<file path="src/rtl/adc_seq_pkg.sv">
// Package: shared widths, trigger codes and the sequencer state type.
// Assumes: a single converter per instance; codes are fixed by the bench.
package adc_seq_pkg;
    localparam int RES_W     = 12;  // result resolution
    localparam int CONV_TADS = 14;  // conversion length in conversion clocks
    localparam int DIV_W     = 6;   // divisor field width
    localparam int ACQ_W     = 5;   // auto-start acquisition count width
    localparam int WAIT_TADS = 2;   // post-abort hold-off in conversion clocks

    localparam logic [2:0] TRIG_SW   = 3'b000;
    localparam logic [2:0] TRIG_AUTO = 3'b111;

    typedef enum logic [1:0] {
        ST_IDLE    = 2'd0,
        ST_SAMPLE  = 2'd1,
        ST_CONVERT = 2'd2,
        ST_HOLD    = 2'd3
    } seq_state_e;
endpackage

</file>
<file path="src/rtl/adc_tad_gen.sv">
// Conversion clock enable generator. Emits a one-cycle pulse at an average
// rate of 2/(div+1) per system cycle using a fractional accumulator that
// adds 2 each cycle. A divisor of 0 saturates to one pulse per cycle.
// Assumes: div may change at any time; a transient burst of pulses while
// the accumulator drains after a decrease is acceptable.
module adc_tad_gen #(
    parameter int DIV_W = 6
) (
    input  logic             clk,
    input  logic             rst_n,
    input  logic [DIV_W-1:0] div,
    output logic             tick
);
    localparam int ACC_W = DIV_W + 1;

    logic [ACC_W-1:0] acc;
    logic [ACC_W-1:0] limit;
    logic [ACC_W-1:0] sum;

    // Limit and pulse decision for the current accumulator value.
    always_comb begin
        limit = {1'b0, div} + ACC_W'(1);
        sum   = acc + ACC_W'(2);
        tick  = (sum >= limit);
    end

    // Accumulator update: subtract one period on each pulse.
    always_ff @(posedge clk) begin
        if (!rst_n) begin
            acc <= '0;
        end else if (div == '0) begin
            acc <= '0;
        end else if (tick) begin
            acc <= sum - limit;
        end else begin
            acc <= sum;
        end
    end
endmodule

</file>
<file path="src/rtl/adc_sar.sv">
// Successive-approximation register. On start it loads the mid-scale trial
// code; on each step it settles one bit MSB first from the comparator and
// sets the next lower bit. Steps beyond RES_W are idle padding; finish is
// raised on the last step of the conversion.
// Assumes: cmp_in reflects the trial code held during the current step.
module adc_sar #(
    parameter int RES_W     = 12,
    parameter int CONV_TADS = 14
) (
    input  logic             clk,
    input  logic             rst_n,
    input  logic             start,
    input  logic             step_en,
    input  logic             cmp_in,
    output logic [RES_W-1:0] trial,
    output logic             finish
);
    localparam int STEP_W = $clog2(CONV_TADS);
    localparam logic [STEP_W-1:0] LAST = STEP_W'(CONV_TADS - 1);

    logic [STEP_W-1:0] step;
    logic [RES_W-1:0]  nxt;

    // Next trial code: settle the current bit, open the one below.
    always_comb begin
        nxt = trial;
        for (int i = 0; i < RES_W; i++) begin
            if (i == RES_W - 1 - int'(step)) nxt[i] = cmp_in;
            if (i == RES_W - 2 - int'(step)) nxt[i] = 1'b1;
        end
    end

    assign finish = step_en && (step == LAST);

    // Trial register and step counter.
    always_ff @(posedge clk) begin
        if (!rst_n) begin
            trial <= '0;
            step  <= '0;
        end else if (start) begin
            trial <= {1'b1, {(RES_W-1){1'b0}}};
            step  <= '0;
        end else if (step_en && (step != LAST)) begin
            trial <= nxt;
            step  <= step + STEP_W'(1);
        end
    end
endmodule

</file>
<file path="src/rtl/adc_seq_ctrl.sv">
// Sequencer state machine: idle, acquisition, conversion and post-abort
// hold-off. Chooses the conversion trigger from trig_sel, counts auto-start
// acquisition in conversion clocks, writes the result buffer and raises done.
// Assumes: enable low has priority over every trigger in the same cycle.
module adc_seq_ctrl
    import adc_seq_pkg::*;
#(
    parameter int RES_W = 12,
    parameter int ACQ_W = 5
) (
    input  logic             clk,
    input  logic             rst_n,
    input  logic             enable,
    input  logic             sample_bit,
    input  logic [2:0]       trig_sel,
    input  logic [ACQ_W-1:0] acq_tads,
    input  logic             hw_trig,
    input  logic             tick,
    input  logic             finish,
    input  logic [RES_W-1:0] trial,
    output logic             sar_start,
    output logic             sar_step,
    output logic             sampling,
    output logic             converting,
    output logic [RES_W-1:0] result,
    output logic             done
);
    localparam int CNT_W  = ACQ_W + 1;
    localparam int HOLD_W = $clog2(WAIT_TADS + 1);

    seq_state_e        state;
    logic              samp_q;
    logic [CNT_W-1:0]  acq_cnt;
    logic [CNT_W-1:0]  acq_goal;
    logic [HOLD_W-1:0] hold_cnt;
    logic              rise, fall, fire, auto_mode, complete;

    // Edge detection, trigger selection and sub-block strobes.
    always_comb begin
        rise      = sample_bit && !samp_q;
        fall      = !sample_bit && samp_q;
        auto_mode = (trig_sel == TRIG_AUTO);
        acq_goal  = (acq_tads == '0) ? CNT_W'(1) : {1'b0, acq_tads};
        if (trig_sel == TRIG_SW)  fire = fall;
        else if (auto_mode)       fire = tick && ((acq_cnt + CNT_W'(1)) >= acq_goal);
        else                      fire = hw_trig;
        sar_start  = (state == ST_SAMPLE) && enable && fire;
        sar_step   = (state == ST_CONVERT) && enable && tick;
        complete   = (state == ST_CONVERT) && enable && finish;
        sampling   = (state == ST_SAMPLE);
        converting = (state == ST_CONVERT);
    end

    // Registered copy of the sample bit for edge detection.
    always_ff @(posedge clk) begin
        if (!rst_n) samp_q <= 1'b0;
        else        samp_q <= sample_bit;
    end

    // Main sequencing state machine.
    always_ff @(posedge clk) begin
        if (!rst_n) begin
            state    <= ST_IDLE;
            acq_cnt  <= '0;
            hold_cnt <= '0;
        end else begin
            case (state)
                ST_IDLE: begin
                    if (enable && rise) begin
                        state   <= ST_SAMPLE;
                        acq_cnt <= '0;
                    end
                end
                ST_SAMPLE: begin
                    if (!enable)                  state   <= ST_IDLE;
                    else if (fire)                state   <= ST_CONVERT;
                    else if (auto_mode && tick)   acq_cnt <= acq_cnt + CNT_W'(1);
                end
                ST_CONVERT: begin
                    if (!enable) begin
                        state    <= ST_HOLD;
                        hold_cnt <= '0;
                    end else if (finish) begin
                        state   <= auto_mode ? ST_SAMPLE : ST_IDLE;
                        acq_cnt <= '0;
                    end
                end
                default: begin
                    if (tick) begin
                        if (hold_cnt == HOLD_W'(WAIT_TADS - 1)) state <= ST_IDLE;
                        else hold_cnt <= hold_cnt + HOLD_W'(1);
                    end
                end
            endcase
        end
    end

    // Result buffer and one-cycle done flag.
    always_ff @(posedge clk) begin
        if (!rst_n) begin
            result <= '0;
            done   <= 1'b0;
        end else begin
            done <= complete;
            if (complete) result <= trial;
        end
    end
endmodule

</file>
<file path="src/rtl/adc_seq.sv">
// Top of the ADC sequencer: conversion clock generator, control state
// machine and successive-approximation register.
// Assumes: cmp_in is the external comparator decision for the trial output.
module adc_seq
    import adc_seq_pkg::*;
(
    input  logic             clk,
    input  logic             rst_n,
    input  logic             enable,
    input  logic             sample_bit,
    input  logic [2:0]       trig_sel,
    input  logic [DIV_W-1:0] clk_div,
    input  logic [ACQ_W-1:0] acq_tads,
    input  logic             hw_trig,
    input  logic             cmp_in,
    output logic             tad_pulse,
    output logic             sampling,
    output logic             converting,
    output logic [RES_W-1:0] trial,
    output logic [RES_W-1:0] result,
    output logic             done
);
    logic sar_start, sar_step, sar_finish;

    adc_tad_gen #(.DIV_W(DIV_W)) u_tad (
        .clk   (clk),
        .rst_n (rst_n),
        .div   (clk_div),
        .tick  (tad_pulse)
    );

    adc_seq_ctrl #(.RES_W(RES_W), .ACQ_W(ACQ_W)) u_ctrl (
        .clk        (clk),
        .rst_n      (rst_n),
        .enable     (enable),
        .sample_bit (sample_bit),
        .trig_sel   (trig_sel),
        .acq_tads   (acq_tads),
        .hw_trig    (hw_trig),
        .tick       (tad_pulse),
        .finish     (sar_finish),
        .trial      (trial),
        .sar_start  (sar_start),
        .sar_step   (sar_step),
        .sampling   (sampling),
        .converting (converting),
        .result     (result),
        .done       (done)
    );

    adc_sar #(.RES_W(RES_W), .CONV_TADS(CONV_TADS)) u_sar (
        .clk     (clk),
        .rst_n   (rst_n),
        .start   (sar_start),
        .step_en (sar_step),
        .cmp_in  (cmp_in),
        .trial   (trial),
        .finish  (sar_finish)
    );
endmodule

</file>
<file path="config.mk">
export PLATFORM = sky130hd
export DESIGN_NAME = adc_seq
export DESIGN_NICKNAME = d
export VERILOG_FILES = /design/src/rtl/adc_seq_pkg.sv /design/src/rtl/adc_tad_gen.sv /design/src/rtl/adc_sar.sv /design/src/rtl/adc_seq_ctrl.sv /design/src/rtl/adc_seq.sv
export SDC_FILE = /design/constraint.sdc
export NUM_CORES = 1
export LEC_CHECK = 0
export BUFFER_PORTS_ARGS = -buffer_cell sky130_fd_sc_hd__buf_4
export CAP_MARGIN = 20
export CORE_MARGIN = 4
export CORE_UTILIZATION = 62
export CTS_CLUSTER_SIZE = 12
export DETAILED_ROUTE_END_ITERATION = 12
export GPL_ROUTABILITY_DRIVEN = 1
export GPL_TIMING_DRIVEN = 0
export HOLD_SLACK_MARGIN = 0.1
export MAX_ROUTING_LAYER = met4
export PLACE_DENSITY = 0.95
export REMOVE_ABC_BUFFERS = 1
export SETUP_SLACK_MARGIN = 0.5
export SLEW_MARGIN = 20
export SYNTH_ARGS = -nofsm -noshare
export SYNTH_HDL_FRONTEND = slang
export SYNTH_SLANG_ARGS = --single-unit
</file>
<file path="constraint.sdc">
create_clock -name clk -period 4.4 [get_ports clk]
set_input_delay 0.88 -clock clk [delete_from_list [all_inputs] [get_ports clk]]
set_output_delay 0.88 -clock clk [all_outputs]
set_load 0.1 [all_outputs]
</file>
==> impl_metrics.toml <==
[pwr]
leakage_nw = 1.48
powerDensity_nw_per_um2 = 408
worst_ir_drop_vdd_mv = 0.325
p_total_w = 0.00147

[run]
max_cap_violations = 0

[worst_setup_path]
crit_path_start_kind = "input pin"
crit_type = "in2out"
cp_num_cells = 10
cp_top_family = "compound AO/OA/AOI/OAI gates"
critPathCaptureType = "output pin"
r2r-end = "u_ctrl.result[11]"
critPathMaxStageDelay_ps = 320
worstPathMaxFanout = 11
r2r_start = "u_tad.acc[1]"
regToRegSetupSlack_ps = 1010
crit_buf_inv = 3
path_cells = "buf_4 > ha_1 > nand3_1 > xor2_1 > ha_1 > a211o_1 > o211ai_1 > o311a_4 > clkinv_4 > buf_4"
critPathArrivalTime_ps = 2920
required_ps = 3520
r2r_cells = 10
slowest_stage = "o311a_4"

[timing]
fin_crit_sh_pct = 86.3
tns_ps = 0
period_needed_ps = 3800
hold_viol_final = 0
fmax_ghz = 0.263
tightest_slew_ps = 703
slew_violations = 0
finalSetupViolCount = 0
rsz0062_at_grt = "false"
slew_headroom_pct = 53.0
fin_skew_ps = 5.69

[die]
boundaryPins = 48
rows = 25
dieArea_sq_um = 6180
chipWidth_um = 78.6
core_area_sq_um = 4790
die_h_um = 78.6
start_util_pct = 64.6

[cells_and_area]
num-fill-cells = 369
nets = 481
post-route-util_pct = 75.2
layout-area-overhead-vs-synth_pct = 16.3
antenna_cells = 0
drive_gt1_share_pct = 14.9
stdcell_count = 502

[logic_synthesis]
netlist_area_sq_um = 3090
synth_ff_type = "dfxtp_1"
ys_types = 54
yosysSeqAreaShare_pct = 30.4
async_flop_share_pct = 0
synth_area_per_cell_sq_um = 7.79
ys_warn_count = 0
synth_edf_count = 0
syn_inst = 397
ys_seq_elements = 47

[placed_design]
portBuffers = 47
place.gp.congestion = 0.938
dp.cells = 489
dp_hpwl_um = 5310

[hold_path]
whs_endpoint = "u_ctrl.acq_cnt[5]"
hold_class = "reg2reg"
holdCritStartpoint = "u_ctrl.acq_cnt[5]"
whs_path_depth = 2

[global_route]
first_global_vias = 2804
grt_pass1_wl_um = 12600
antenna_found_initial = 0
grt_max_degree = 40
grt-ovfl-total = 0
grtUsageTotal_pct = 25.5

[drt]
postRouteAntennaNets = 0
num_vias = 3046
drcViolationCount = 0
wl_per_cell_um = 15.0
vias_per_cell = 6.07
drt-total-wl_um = 7510
drt_pre_antenna_iters = 7
drtIter0Drc = 243

[clock_tree]
cts.clk_slew.worst_paths_ps = 90
cts-buffers-inserted = 5
cts.sinks = 47
clkLatencyLatePin_ps = 310
clockBufferDepth = 2
cts_tree = "built"
cts_root_buf = "clkbuf_8"
htree_levels = 2

[run_status]
outcome = "completed"
==> per-stage QoR <==
stage                     worst slack (ps)  cell area, sq um  hold WS (ps)
after detailed placement              92.8              3430           447
final                                  603              3600           457
after global placement                 164              3430           437
after global routing                   491              3600           495
after CTS                              514              3560           459
after floorplan                        604              2990           421
==> worst max-delay path by stage <==
stage	from	endpoint	slack (ps)
2_1_floorplan	clk_div[0]	u_ctrl.acq_cnt[0]	600
3_3_place_gp	clk_div[0]	tad_pulse	160
3_5_place_dp	clk_div[0]	tad_pulse	90
4_1_cts	clk_div[0]	tad_pulse	510
5_1_grt	clk_div[1]	u_ctrl.result[11]	490
6_report	clk_div[0]	tad_pulse	600
==> worst reg2reg max path, stage by stage, from the launching register on <==
cell	delay, ps
dfxtp_1	430
ha_1	230
nand3_1	90
xnor2_1	160
ha_1	380
nand4_1	130
o311a_4	460
nor2_1	580
and2_1	520
nand2_1	140
a21boi_0	190
==> flip-flops by register name, indices dropped and copies added, names as in the netlist <==
signal and count:
u_sar.trial 12, u_ctrl.state 2, u_tad.acc 7, u_ctrl.hold_cnt 2
u_ctrl.samp_q 1, u_ctrl.acq_cnt 6, u_ctrl.done 1, u_sar.step 4
u_ctrl.result 12
==> layout by cell type (no fill, tap or decap), types with 2 or more instances in the layout <==
cell type / count
a211o_1: 3
a211oi_1: 4
a21boi_0: 12
a21oi_1: 26
a32o_1: 2
a32oi_1: 2
and2_1: 4
and3_1: 6
and4_1: 2
buf_4: 52
clkbuf_8: 6
dfxtp_1: 47
ha_1: 26
inv_1: 21
mux2i_1: 6
nand2_1: 61
nand2b_1: 4
nand3_1: 23
nand3b_1: 2
nand4_1: 8
nor2_1: 31
nor2b_1: 7
nor3_1: 9
nor4_1: 3
nor4bb_1: 2
o21a_1: 5
o21ai_0: 10
o311ai_1: 4
o31ai_1: 4
or3_1: 4
xnor2_1: 8
xor2_1: 9
==> area by class of cell <==
type	instances	area, sq um	share of cell area (%)
multi-input combinational	306	1970	54.9
timing repair buffer	52	390	10.9
tap	67	83.8	2.33
sequential	47	941	26.2
clock buffer	6	82.6	2.30
clock inverter	2	38.8	1.08
inverter	22	87.6	2.43
==> kinds of logic (layout without fill, tap and decap cells) <==
| group | Yosys count | count (layout) | share of synthesized area [%] |
|---|---|---|---|
| compound gates | 87 | 87 | 19.3 |
| simple gates | 169 | 169 | 26.2 |
| buf+inv | 44 | 82 | 6.15 |
| flops | 47 | 47 | 30.4 |
| fa+ha+maj | 27 | 27 | 11.2 |
| xor+xnor | 17 | 17 | 4.81 |
| mux | 6 | 6 | 1.94 |
==> cell usage after synthesis (2+ instances only) <==
| library cell | number | area (sq um) |
|---|---|---|
| buf_6 | 2 | 22.5 |
| nand4_1 | 8 | 50.1 |
| dfxtp_1 | 47 | 941 |
| nand3_1 | 23 | 115 |
| nor2_1 | 31 | 116 |
| a21boi_0 | 12 | 90.1 |
| o21a_1 | 5 | 37.5 |
| xor2_1 | 9 | 78.8 |
| a32o_1 | 2 | 20.0 |
| ha_1 | 26 | 325 |
| nand2b_1 | 4 | 25.0 |
| a32oi_1 | 2 | 17.5 |
| and2_1 | 4 | 25.0 |
| nor4bb_1 | 2 | 20.0 |
| buf_2 | 4 | 20.0 |
| a21oi_1 | 26 | 130 |
| nor4_1 | 3 | 18.8 |
| nand2_1 | 61 | 229 |
| nor2b_1 | 7 | 43.8 |
| a211o_1 | 3 | 26.3 |
| or3_1 | 4 | 25.0 |
| o31ai_1 | 4 | 30.0 |
| mux2i_1 | 6 | 60.1 |
| o311ai_1 | 4 | 35.0 |
| and4_1 | 2 | 17.5 |
| inv_1 | 21 | 78.8 |
| clkbuf_1 | 15 | 56.3 |
| and3_1 | 6 | 37.5 |
| a211oi_1 | 4 | 30.0 |
| xnor2_1 | 8 | 70.1 |
| nor3_1 | 9 | 45.0 |
| o21ai_0 | 10 | 50.1 |
| nand3b_1 | 2 | 15.0 |
==> power breakdown <==
group          internal (W)  total [W]  switching [W]  leakage (nW)
combinational      0.000251   0.000641       0.000390          1.04
clock              0.000187   0.000345       0.000158        0.0618
sequential         0.000456   0.000482      0.0000258         0.380
==> per-layer routing <==
| metal | wire length, um | vias to the layer above | share of wire (%) | global-route usage [%] |
|---|---|---|---|---|
| li1 | - | 1480 | - | - |
| met1 | 3150 | 1414 | 42 | 30.7 |
| met2 | 3730 | 137 | 50 | 42.8 |
| met3 | 474 | 15 | 6.3 | 4.13 |
| met4 | 151 | 0 | 2.0 | 9.09 |
| met5 | 0 | - | 0 | - |
==> repair_timing <==
item,in CTS,in global routing
endpoints found under the hold margin,0,0
hold buffers,0,0
setup buffers,0,5
pin swaps,0,1
endpoints found under the setup margin,1,5
gates resized for setup,2,0
No activity file was read; power rests on OpenSTA's default activity.
